<file path="src/rtl/bist_pkg.sv">
`timescale 1ns/1ps
package bist_pkg;
  localparam int          SIG_BITS = 16;
  localparam logic [15:0] SIG_POLY = 16'h1021;
  localparam logic [15:0] SIG_SEED = 16'hFFFF;

  typedef enum logic [1:0] {ST_IDLE, ST_RUN, ST_DRAIN, ST_LOAD} walk_st_t;

  typedef struct packed {
    logic full;
    logic afull;
    logic aempty;
    logic empty;
  } fifo_flags_t;
endpackage

</file>
<file path="src/rtl/bist_cfg.sv">
`timescale 1ns/1ps
module bist_cfg #(
  parameter int CFG_W = 3
) (
  input  logic             clk,
  input  logic             rst,
  input  logic             shift,
  input  logic             din,
  input  logic             hold,
  output logic [CFG_W-1:0] cfg
);
  always_ff @(posedge clk) begin
    if (rst)                cfg <= '0;
    else if (shift && !hold) cfg <= {din, cfg[CFG_W-1:1]};
  end

  AST_CFG_FROZEN: assert property (@(posedge clk) disable iff (rst)
    hold |=> $stable(cfg));
endmodule

</file>
<file path="src/rtl/bist_crc.sv">
`timescale 1ns/1ps
module bist_crc
  import bist_pkg::*;
#(
  parameter int IN_W = 8
) (
  input  logic                clk,
  input  logic                rst,
  input  logic                init,
  input  logic                en,
  input  logic [IN_W-1:0]     din,
  output logic [SIG_BITS-1:0] sig
);
  function automatic logic [SIG_BITS-1:0] fold(input logic [SIG_BITS-1:0] c,
                                                input logic [IN_W-1:0] d);
    logic [SIG_BITS-1:0] r;
    logic fb;
    r = c;
    for (int i = IN_W - 1; i >= 0; i--) begin
      fb = r[SIG_BITS-1] ^ d[i];
      r  = {r[SIG_BITS-2:0], 1'b0};
      if (fb) r = r ^ SIG_POLY;
    end
    return r;
  endfunction

  always_ff @(posedge clk) begin
    if (rst || init) sig <= SIG_SEED;
    else if (en)     sig <= fold(sig, din);
  end

  AST_SEED_ON_INIT: assert property (@(posedge clk) disable iff (rst)
    init |=> (sig == SIG_SEED));
endmodule

</file>
<file path="src/rtl/bist_unload.sv">
`timescale 1ns/1ps
module bist_unload #(
  parameter int SIG_W = 48
) (
  input  logic             clk,
  input  logic             rst,
  input  logic             load,
  input  logic             shift,
  input  logic             hold,
  input  logic [SIG_W-1:0] din,
  output logic             sout
);
  logic [SIG_W-1:0] sr;

  always_ff @(posedge clk) begin
    if (rst)                 sr <= '0;
    else if (load)           sr <= din;
    else if (shift && !hold) sr <= {1'b0, sr[SIG_W-1:1]};
  end

  assign sout = sr[0];

  AST_UNLOAD_FROZEN: assert property (@(posedge clk) disable iff (rst)
    (hold && !load) |=> $stable(sr));
endmodule

</file>
<file path="src/rtl/bist_walk.sv">
`timescale 1ns/1ps
module bist_walk
  import bist_pkg::*;
#(
  parameter int ADDR_W = 4,
  parameter int DATA_W = 8
) (
  input  logic                  clk,
  input  logic                  rst,
  input  logic                  go,
  input  logic [1:0]            mode,
  output logic                  busy,
  output logic                  done,
  output logic                  step_vld,
  output logic                  rd_vld,
  output logic                  load,
  output fifo_flags_t           flags,
  output logic [2*ADDR_W-1:0]   ptr_word,
  output logic                  ram_we,
  output logic                  ram_re,
  output logic [ADDR_W-1:0]     ram_addr,
  output logic [DATA_W-1:0]     ram_wdata
);
  localparam int KW = (ADDR_W > 1) ? $clog2(ADDR_W) : 1;

  walk_st_t          st;
  logic [KW-1:0]     lvl;
  logic              rd_ph;
  logic [ADDR_W-1:0] wptr, rptr;
  logic [ADDR_W:0]   occ;
  logic [1:0]        mode_q;
  logic [ADDR_W:0]   depth;
  logic [ADDR_W-1:0] mask;

  function automatic logic [DATA_W-1:0] pattern(input logic [1:0] m,
                                                 input logic [ADDR_W-1:0] a);
    logic [DATA_W-1:0] p;
    p = '0;
    case (m)
      2'd0: p = DATA_W'(a);
      2'd1: p = ~DATA_W'(a);
      2'd2: for (int i = 0; i < DATA_W; i++) p[i] = ((i % 2) == 0) ^ a[0];
      default: p = DATA_W'(1) << (a % DATA_W);
    endcase
    return p;
  endfunction

  assign depth     = (ADDR_W+1)'(2) << lvl;
  assign mask      = ADDR_W'(depth - (ADDR_W+1)'(1));
  assign busy      = (st != ST_IDLE);
  assign step_vld  = (st == ST_RUN);
  assign load      = (st == ST_LOAD);
  assign ram_we    = step_vld && !rd_ph;
  assign ram_re    = step_vld && rd_ph;
  assign ram_addr  = rd_ph ? rptr : wptr;
  assign ram_wdata = pattern(mode_q, wptr);
  assign ptr_word  = {wptr, rptr};

  always_comb begin
    flags.full   = (occ == depth);
    flags.afull  = (occ >= depth - (ADDR_W+1)'(1));
    flags.aempty = (occ <= (ADDR_W+1)'(1));
    flags.empty  = (occ == '0);
  end

  always_ff @(posedge clk) begin
    if (rst) begin
      st <= ST_IDLE; lvl <= '0; rd_ph <= 1'b0; wptr <= '0; rptr <= '0;
      occ <= '0; mode_q <= '0; done <= 1'b0; rd_vld <= 1'b0;
    end else begin
      rd_vld <= ram_re;
      case (st)
        ST_IDLE: if (go) begin
          st <= ST_RUN; lvl <= '0; rd_ph <= 1'b0; wptr <= '0; rptr <= '0;
          occ <= '0; mode_q <= mode; done <= 1'b0;
        end
        ST_RUN: if (!rd_ph) begin
          wptr <= (wptr + ADDR_W'(1)) & mask;
          occ  <= occ + (ADDR_W+1)'(1);
          if (wptr == mask) rd_ph <= 1'b1;
        end else begin
          rptr <= (rptr + ADDR_W'(1)) & mask;
          occ  <= occ - (ADDR_W+1)'(1);
          if (rptr == mask) begin
            rd_ph <= 1'b0;
            if (lvl == KW'(ADDR_W - 1)) st <= ST_DRAIN;
            else                        lvl <= lvl + KW'(1);
          end
        end
        ST_DRAIN: st <= ST_LOAD;
        default: begin st <= ST_IDLE; done <= 1'b1; end
      endcase
    end
  end

  AST_WE_RE_EXCL: assert property (@(posedge clk) disable iff (rst)
    !(ram_we && ram_re));
  AST_NO_WRITE_FULL: assert property (@(posedge clk) disable iff (rst)
    ram_we |-> !flags.full);
  AST_NO_READ_EMPTY: assert property (@(posedge clk) disable iff (rst)
    ram_re |-> !flags.empty);
  AST_OCC_BOUND: assert property (@(posedge clk) disable iff (rst)
    step_vld |-> (occ <= depth));
  AST_PTR_IN_DEPTH: assert property (@(posedge clk) disable iff (rst)
    step_vld |-> ((wptr & ~mask) == '0 && (rptr & ~mask) == '0));
  AST_DONE_AT_BUSY_FALL: assert property (@(posedge clk) disable iff (rst)
    $rose(done) |-> $fell(busy));
  AST_BUSY_DONE_EXCL: assert property (@(posedge clk) disable iff (rst)
    !(busy && done));
endmodule

</file>
<file path="src/rtl/fifo_bist.sv">
`timescale 1ns/1ps
module fifo_bist
  import bist_pkg::*;
#(
  parameter int ADDR_W = 4,
  parameter int DATA_W = 8
) (
  input  logic              clk,
  input  logic              rst,
  input  logic              start,
  input  logic              cfg_shift,
  input  logic              cfg_in,
  input  logic              sig_shift,
  output logic              sig_out,
  output logic              busy,
  output logic              done,
  output logic              ram_we,
  output logic              ram_re,
  output logic [ADDR_W-1:0] ram_addr,
  output logic [DATA_W-1:0] ram_wdata,
  input  logic [DATA_W-1:0] ram_rdata
);
  localparam int CFG_W   = 3;
  localparam int PTR_W   = 2 * ADDR_W;
  localparam int FLAGS_W = $bits(fifo_flags_t);
  localparam int UNL_W   = 3 * SIG_BITS;

  logic [CFG_W-1:0]    cfg;
  logic                go, step_vld, rd_vld, load;
  fifo_flags_t         flags;
  logic [PTR_W-1:0]    ptr_word;
  logic [SIG_BITS-1:0] sig_data, sig_flag, sig_ptr;

  assign go = start && cfg[2] && !busy;

  bist_cfg #(.CFG_W(CFG_W)) u_cfg (
    .clk(clk), .rst(rst), .shift(cfg_shift), .din(cfg_in), .hold(busy), .cfg(cfg));

  bist_walk #(.ADDR_W(ADDR_W), .DATA_W(DATA_W)) u_walk (
    .clk(clk), .rst(rst), .go(go), .mode(cfg[1:0]), .busy(busy), .done(done),
    .step_vld(step_vld), .rd_vld(rd_vld), .load(load), .flags(flags),
    .ptr_word(ptr_word), .ram_we(ram_we), .ram_re(ram_re),
    .ram_addr(ram_addr), .ram_wdata(ram_wdata));

  bist_crc #(.IN_W(DATA_W)) u_crc_data (
    .clk(clk), .rst(rst), .init(go), .en(rd_vld), .din(ram_rdata), .sig(sig_data));

  bist_crc #(.IN_W(FLAGS_W)) u_crc_flag (
    .clk(clk), .rst(rst), .init(go), .en(step_vld), .din(flags), .sig(sig_flag));

  bist_crc #(.IN_W(PTR_W)) u_crc_ptr (
    .clk(clk), .rst(rst), .init(go), .en(step_vld), .din(ptr_word), .sig(sig_ptr));

  bist_unload #(.SIG_W(UNL_W)) u_unload (
    .clk(clk), .rst(rst), .load(load), .shift(sig_shift), .hold(busy),
    .din({sig_ptr, sig_flag, sig_data}), .sout(sig_out));

  AST_START_IGNORED_BUSY: assert property (@(posedge clk) disable iff (rst)
    (busy && !load) |=> busy);
endmodule

</file>
<file path="config.mk">
export PLATFORM = sky130hd
export DESIGN_NAME = fifo_bist
export DESIGN_NICKNAME = d
export VERILOG_FILES = /design/src/rtl/bist_pkg.sv /design/src/rtl/bist_cfg.sv /design/src/rtl/bist_crc.sv /design/src/rtl/bist_unload.sv /design/src/rtl/bist_walk.sv /design/src/rtl/fifo_bist.sv
export SDC_FILE = /design/constraint.sdc
export NUM_CORES = 1
export LEC_CHECK = 0
export BUFFER_PORTS_ARGS = -buffer_cell sky130_fd_sc_hd__buf_2
export CORE_ASPECT_RATIO = 0.9
export CORE_MARGIN = 4
export CORE_UTILIZATION = 40
export CTS_CLUSTER_DIAMETER = 60
export DETAILED_ROUTE_END_ITERATION = 12
export PLACE_DENSITY_LB_ADDON = 0.1
export SYNTH_ARGS = -nofsm -noshare
export SYNTH_HDL_FRONTEND = slang
export SYNTH_SLANG_ARGS = --single-unit
</file>
<file path="constraint.sdc">
create_clock -name clk -period 3.27 [get_ports clk]
set_input_delay 0.1635 -clock clk [delete_from_list [all_inputs] [get_ports clk]]
set_output_delay 0.1635 -clock clk [all_outputs]
set_load 0.005 [all_outputs]
</file>
# After elaboration in Yosys (flattened, before gate mapping)
# Index checks and enable logic that the tools add are counted.
# op_classes
n_addsub,6
magnitude_cmp,2
n_eq_ne,15
n_shift,2
n_mux,82
bitwise,45
n_reduce_logical,23
# ops
op,count
$mux 16,34
$mux 13,20
$mux 48,2
$not 3->3,20
$pmux 8 s3,1
$xor 1x1->1,20
$mux 2,8
$mux 4,4
$pmux 4 s2,2
$mux 5,2
$ne 2x2->1 const B,5
$pmux 5 s2,1
$sub 5x1->5 const B,2
$add 4x1->4 const B,2
$and 4x4->4,2
$eq 2x2->1 const B,4
$eq 4x4->1,2
$not 4->8,1
$shl 1x3->8 const A,1
$logic_and 1x1->1,6
$pmux 2 s3,1
$reduce_and 2->1,3
$reduce_and 3->1,2
$reduce_bool 2->1,3
other kinds (19),27
# word_totals
regBits,121
output_inout_bits,17
word_cells,189

# Logic depth before layout (Yosys ltp)
# Gate-level depths: netlist (run 1).
# depth
depth_word,31
ltp_mapped,8
depth_no_buf,8

# By module
# Synthesis (run 1) repeated with hierarchy kept, for this count alone.
# hier_totals
cells_unflattened,744
hier_area_um2,6919.1
# by_module_without_submodules
mod,n_inst,cells_each,area_each_um2,seq_area_each_um2
bist_unload,1,272,2463.6,960.9
bist_walk,1,228,1826.8,440.4
bist_crc at u_crc_data ...,2,81,900.9,320.3
bist_crc at u_crc_flag,1,70,689.4,320.3
bist_cfg,1,11,128.9,60.1
fifo_bist,1,1,8.8,0.0

# Worst setup path after synthesis (run 1)
# OpenSTA, ideal clock, no wires.
# synth_path
path_kind,register to register
start,register u_walk.lvl[0]
end,register u_crc_flag.sig[7]
setup_time_ns,0.133
arrival_ns,2.315
t_required_ns,3.137
path_slack_ns,0.822
stages_incl_launch_ff,9
period_less_slack_ns,2.448
path_cell_list,dfxtp_1 inv_1 ha_1 xor2_2 ha_1 a211o_1 a311o_1 a2111oi_0 nor3_1
# synth_via
elab_chain_cells,11
# synth_lines
element,line,rtl
start: declaration,bist_walk.sv:27,logic [KW-1:0] lvl;
start signal: assignment,bist_walk.sv:87,else lvl <= lvl + KW'(1);
$shl 2x2->5,bist_walk.sv:48,assign depth = (ADDR_W+1)'(2) << lvl;
$sub 5x1->5,--,
$ge 5x5->1,bist_walk.sv:61,flags.afull = (occ >= depth - (ADDR_W+1)'(1));
$xor 1x1->1,bist_crc.sv:20,fb = r[SIG_BITS-1] ^ d[i];
$mux 13,bist_crc.sv:22,if (fb) r = r ^ SIG_POLY;
$mux 16,bist_crc.sv:29,"else if (en) sig <= fold(sig, din);"
$mux 16,bist_crc.sv:28,if (rst || init) sig <= SIG_SEED;
$mux 13,bist_crc.sv:22,
$mux 16,bist_crc.sv:29,
$mux 16,bist_crc.sv:28,
$mux 13,bist_crc.sv:22,
end signal: assignment,bist_crc.sv:29,
end: declaration,bist_crc.sv:12,output logic [SIG_BITS-1:0] sig
# No other way between the ends. The select of a mux whose other input is x is not followed.
# A chain may end at the register's enable or synchronous reset.

# Worst setup path in the final report (run 1)
# Ends and elaborated chain as after synthesis.

==> results of run 1 <==
==> final timing paths <==
kind         cells past startpoint           endpoint  slack [ns]     startpoint
min                              3       u_cfg.cfg[2]        0.04      cfg_shift
min reg2reg                      2       u_cfg.cfg[0]        0.46   u_cfg.cfg[0]
max                              8  u_crc_flag.sig[7]        0.49  u_walk.lvl[0]
max reg2reg                      8  u_crc_flag.sig[7]        0.49  u_walk.lvl[0]
==> placed cells by master (no fill, tap or decap), types with 9 or more instances in the layout <==
master,instances
dfxtp_1,121
nor2_1,102
mux2i_1,58
mux2_1,46
xnor2_1,44
a21oi_1,39
o21ai_1,31
buf_2,30
nand2_1,27
ha_1,22
nor3_1,21
xor2_1,18
clkbuf_16,17
inv_1,16
o21ai_0,13
nand3_1,13
a31oi_1,9
buf_4,9
==> cell usage after synthesis (all sizes together) (2+ instances only) <==
| master | instances |
|---|---|
| a21oi | 39 |
| clkbuf | 43 |
| nand2 | 28 |
| o31ai | 2 |
| ha | 23 |
| nand4b | 5 |
| a31oi | 10 |
| xnor2 | 44 |
| nor2 | 102 |
| mux2i | 58 |
| and3 | 6 |
| xnor3 | 3 |
| nand3 | 13 |
| nor2b | 5 |
| or4b | 2 |
| or3 | 2 |
| nand2b | 6 |
| buf | 7 |
| inv | 16 |
| a2111oi | 2 |
| o211ai | 3 |
| xor2 | 20 |
| mux2 | 48 |
| a211oi | 6 |
| dfxtp | 121 |
| nor3b | 3 |
| o21ai | 44 |
| nor3 | 21 |
| a211o | 4 |
| nand3b | 3 |
| and2 | 6 |
| o32ai | 2 |
==> state kept, by name, indices dropped and copies added (netlist names) <==
signal	flops
u_unload.sr	48
u_crc_data.sig	16
u_crc_flag.sig	16
u_crc_ptr.sig	16
u_walk.occ	5
u_walk.rptr	4
u_walk.wptr	4
u_cfg.cfg	3
u_walk.lvl	2
u_walk.mode_q	2
u_walk.st	2
u_walk.done	1
u_walk.rd_ph	1
u_walk.rd_vld	1
==> final cells by class <==
type	instances	area (um2)
Clock inverter	8	118
Fill cell	1525	8220
Sequential cell	121	2420
Timing Repair Buffer	41	248
Clock buffer	24	482
Multi-Input combinational cell	525	3790
Tap cell	202	253
Inverter	17	63.8
==> routing by layer <==
metal	vias up	global-route usage (%)	share of wire, %
met5	-	0	0
met4	0	5.36	1.5
met3	17	4.50	3.5
met2	66	27.1	46
met1	2395	22.9	49
li1	2486	-	-
==> critical path, cell delays in order (launching register included) <==
cell	delay, ns
dfxtp_1	0.44
inv_1	0.11
ha_1	0.34
xor2_2	0.26
ha_1	0.21
a211o_1	0.32
a311o_1	0.38
a2111oi_0	0.47
nor3_1	0.11
==> kinds of logic after synthesis <==
kind of cell	Yosys count
adders and majority gates	23
and+or+nand+nor	206
muxes	106
xor gates and xnor gates	67
DFF	121
AOI/OAI and AO/OA	123
buffers and inverters	67
==> report_power, final <==
| part | switching (mW) | internal [mW] | leakage [nW] |
|---|---|---|---|
| clock network | 0.660 | 1.25 | 0.294 |
| registers | 0.145 | 1.61 | 0.980 |
| logic | 0.710 | 0.498 | 1.63 |
| total | 1.51 | 3.36 | 2.90 |
==> stage by stage <==
stage                     cells  power (mW)
after floorplan             713        2.67
after global routing        938        5.16
after CTS                   938        4.94
final                       938        4.88
after global placement      905        2.98
after detailed placement    905        3.01
==> results.cfg, run 1 <==
[die]
ios = 31
die_height_um = 129
die_area_um2 = 18300
initial_core_util_pct = 41.4
core-area_um2 = 15600
die_w_um = 142
row_count = 43

[placed_design]
place_congestion = 0.879
postPlaceCellArea_um2 = 6770
dp_hpwl_um = 10500
place.port_buffers = 30
place_ws_ns = 0.517

[clock_network]
cts_tree = yes
numCtsBuffers = 17
cts_root_buf = clkbuf_16
hold_buffers = 1
clk_path_buf_depth = 2
h-tree-depth = 4
cts_setup_buffers = 0
clock-sinks = 121
clkLatencyLatePin_ns = 0.41
path_clk_slew_ns = 0.06
ctsResizeCount = 0

[timing]
period_needed_ns = 2.78
setup_violations = 0
rsz0062_at_grt = no
finalSetupTns_ns = 0
fin_crit_sh_pct = 84.9
worst_slack_ns = 0.495
clock_skew_ns = 0.00655
slew_viol_final = 0
fin_hold_ws_ns = 0.0376
hold_viol = 0
max_freq_ghz = 0.360
maxSlewHeadroom_pct = 43.1
worst_pin_slew_ns = 0.854

[setup_path]
worst_ep_arrival_time_ns = 3.06
crit_path_start_kind = flip-flop
critPathMaxFanout = 7
cp-end-kind = flip-flop
required_ns = 3.55
path_class = reg2reg

[logic_synthesis]
synth_top_family_by_area = multiplexers
synth_xor_area_share_pct = 10.1
synth.area.mux_share_pct = 17.5
yosysTopAreaCell = dfxtp_1
yosysWarnings = 0
synth_compound_area_share_pct = 11.6
synth_ff_type = dfxtp_1
ys_seq_elements = 121
postSynthAreaPerCell_um2 = 9.07
synthAdderAreaFrac_pct = 4.45
syn-num-nets = 750
yosysSeqAreaShare_pct = 37.5
ys_types = 54
async_flop_share_pct = 0
synth.top_cell.area_share_pct = 37.5
synth.area.top_cells = dfxtp_1 37%, mux2i_1 9.0%, mux2_1 8.0%
synthCells = 713
synth_edf_count = 0
synthSimpleGateAreaFrac_pct = 14.9
synth_area_um2 = 6460

[status]
status = finished clean

[route]
drt_iter0_drc = 298
drtAntennaViolNets = 0
wl_um = 14900
drc_errors = 0
routedWlPerCell_um = 15.9
vias_per_cell = 5.29
dr.pass1.iters = 4
vias = 4964

[hold_path]
hold_class = in2reg

[pwr]
power.density_nw_per_um2 = 661
ir_drop_uv = 552
p_leak_nw = 2.90

[final_layout]
drive_gt1_share_pct = 10.7
syn2layout_area_growth_pct = 14.2
diodes = 0
nets = 760
final_core_util_pct = 47.3
final_area_um2 = 7380

[global_route]
grt_max_degree = 56
grtUsageTotal_pct = 17.1
first_global_vias = 4911
antenna_found_initial = 0
grt_overflow = 0
grt_first_pass_wirelength_um = 25100

[job]
maxCapViolCount = 0
Power figures use the tool's default switching activity.
==> run 2, diff against run 1 <==
Clock period 3.27 ns to 2.5 ns, I/O delays scaled along.
==> run 2 against run 1 <==
Non-clock buffer count is 15 higher. Cell area is 1.6% higher. Utilization grew 0.76 points. Global-route usage up 0.17 points. Clock skew up 0.0035 ns. Register-to-register slack worse by 0.39 ns. Sequential share of layout area fell by 0.52 points. First-iteration DRC count increased by 35%.
==> results.cfg, run 2 (synthesis gave the netlist of run 1 again) <==
[final_layout]
diodes = 0
largest_register = u_unload.sr
drive_gt1_share_pct = 12.6
nets = 775
layout.cells.non_filler = 953
layout_common_cells = 121 x dfxtp_1, 102 x nor2_1, 58 x mux2i_1
syn2layout_area_growth_pct = 16.0
layout_commonest_cell = dfxtp_1
largest_reg_flops = 48

[die]
row_count = 43
initial_core_util_pct = 41.4
die_w_um = 142
ios = 31
die_area_um2 = 18300
die_height_um = 129
core-area_um2 = 15600

[route]
drtAntennaViolNets = 0
vias_per_cell = 5.28
drt_iter0_drc = 401
drc_errors = 0
vias = 5031
dr.pass1.iters = 5
routedWlPerCell_um = 15.8
wl_um = 15100

[hold_path]
min_to = u_walk.done
hold_class = in2reg
hold_depth = 4
min_from = start

[global_route]
first_global_vias = 4868
grtUsageTotal_pct = 17.3
grt_first_pass_wirelength_um = 25400
antenna_found_initial = 0
grt_overflow = 0
grt_max_degree = 52

[pwr]
p_total_mw = 6.37
clkPwrFrac_pct = 38.3
ir_drop_uv = 500
comb_power_share_pct = 25.7
power.density_nw_per_um2 = 850
pwr-share-seq_pct = 36.0
power.internal_mw = 4.35
sw_frac_of_total_pct = 31.8
p_sw_mw = 2.03
p_leak_nw = 2.96

[timing]
setup_violations = 0
max_freq_ghz = 0.418
period_needed_ns = 2.39
fin_crit_sh_pct = 95.8
worst_pin_slew_ns = 0.772
clock_skew_ns = 0.0100
slew_viol_final = 0
hold_viol = 0
rsz0062_at_grt = no
maxSlewHeadroom_pct = 48.4
finalSetupTns_ns = 0

[placed_design]
placed_cells = 918
place.port_buffers = 30
dp_hpwl_um = 10500
place_congestion = 0.757

[setup_path]
rr_startpoint = u_walk.lvl[0]
critPathMaxFanout = 6
path_class = reg2reg
crit_path_start_kind = flip-flop
reg2reg_to = u_crc_flag.sig[7]
required_ns = 2.79
cp-end-kind = flip-flop
ff2ff_setup_slack_ns = 0.11
reg2reg_depth = 8
worst_ep_arrival_time_ns = 2.69

[clock_network]
numCtsBuffers = 17
h-tree-depth = 4
path_clk_slew_ns = 0.06
clock-sinks = 121
cts_tree = yes
clkLatencyLatePin_ns = 0.42
clk_path_buf_depth = 2
cts_setup_buffers = 0
cts_root_buf = clkbuf_16

[job]
maxCapViolCount = 0

[status]
status = finished clean
[run 2: changes by cell type in the layout (fill, tap and decap cells not counted), moves of 2 or more]
cell / delta
a2111oi_0: -2
a2111oi_2: +2
buf_4: +13
clkbuf_8: -3
clkinv_4: +3
dlygate4sd3_1: +2
[run 2: cell type report]
class | count | area, um2
sequential | 121 | 2420
multi-input combinational | 525 | 3810
inverter | 17 | 63.8
tap | 202 | 253
clock inverter | 12 | 151
timing repair buffer | 56 | 365
fill | 1549 | 8100
clock buffer | 20 | 437
[run 2: critical path, stage by stage, from the launching register on]
cell and delay (ns):
dfxtp_1 0.38, inv_1 0.09, ha_1 0.25, buf_4 0.18
ha_1 0.29, a21o_1 0.21, a311o_1 0.44, a2111oi_2 0.34
nor3_1 0.10
[run 2: metal layers]
layer  GRT usage (%)  vias to the layer above  routed length [um]
met5               0                        -                   0
met4            4.91                        0                 146
met3            4.42                       10                 407
met2            26.8                       66                6960
met1            23.9                     2430                7570
li1                -                     2525                   -
[run 2: worst max-delay path by stage]
stage / start / endpoint / slack [ns] / depth (start not counted)
2_1_floorplan: u_walk.lvl[0] / u_crc_flag.sig[7] / 0.05 / 8
3_3_place_gp: u_walk.lvl[0] / u_crc_flag.sig[7] / 0.15 / 8
3_5_place_dp: u_walk.lvl[0] / u_crc_flag.sig[7] / 0.03 / 8
4_1_cts: u_walk.lvl[0] / u_crc_flag.sig[7] / 0.03 / 8
5_1_grt: u_walk.lvl[0] / u_crc_flag.sig[7] / 0.02 / 8
6_report: u_walk.lvl[0] / u_crc_flag.sig[7] / 0.11 / 8
[run 2: per-stage QoR]
step	cell area (um2)	worst slack (ns)	hold slack, ns	utilization, %
after global placement	6870	0.149	0.380	44.0
final	7500	0.106	0.102	48.1
after floorplan	6460	0.0516	0.273	-
after global routing	7500	0.0192	0.164	48.1
after detailed placement	6870	0.0307	0.393	44.0
after CTS	7490	0.0263	0.0908	48.0
[run 2: what timing repair did]
action,in CTS,in global routing
setup endpoints to repair,0,2
hold endpoints to repair,3,0
resized for setup,0,4
hold buffers,3,0
[run 2: power by group through the flow]
stage,clock (mW),combinational (mW),sequential (mW)
3_5_place_dp,0,1.62,2.34
2_1_floorplan,0,1.23,2.26
4_1_cts,2.50,1.64,2.30
5_1_grt,2.60,1.81,2.32
6_report,2.44,1.64,2.30
3_3_place_gp,0,1.60,2.33
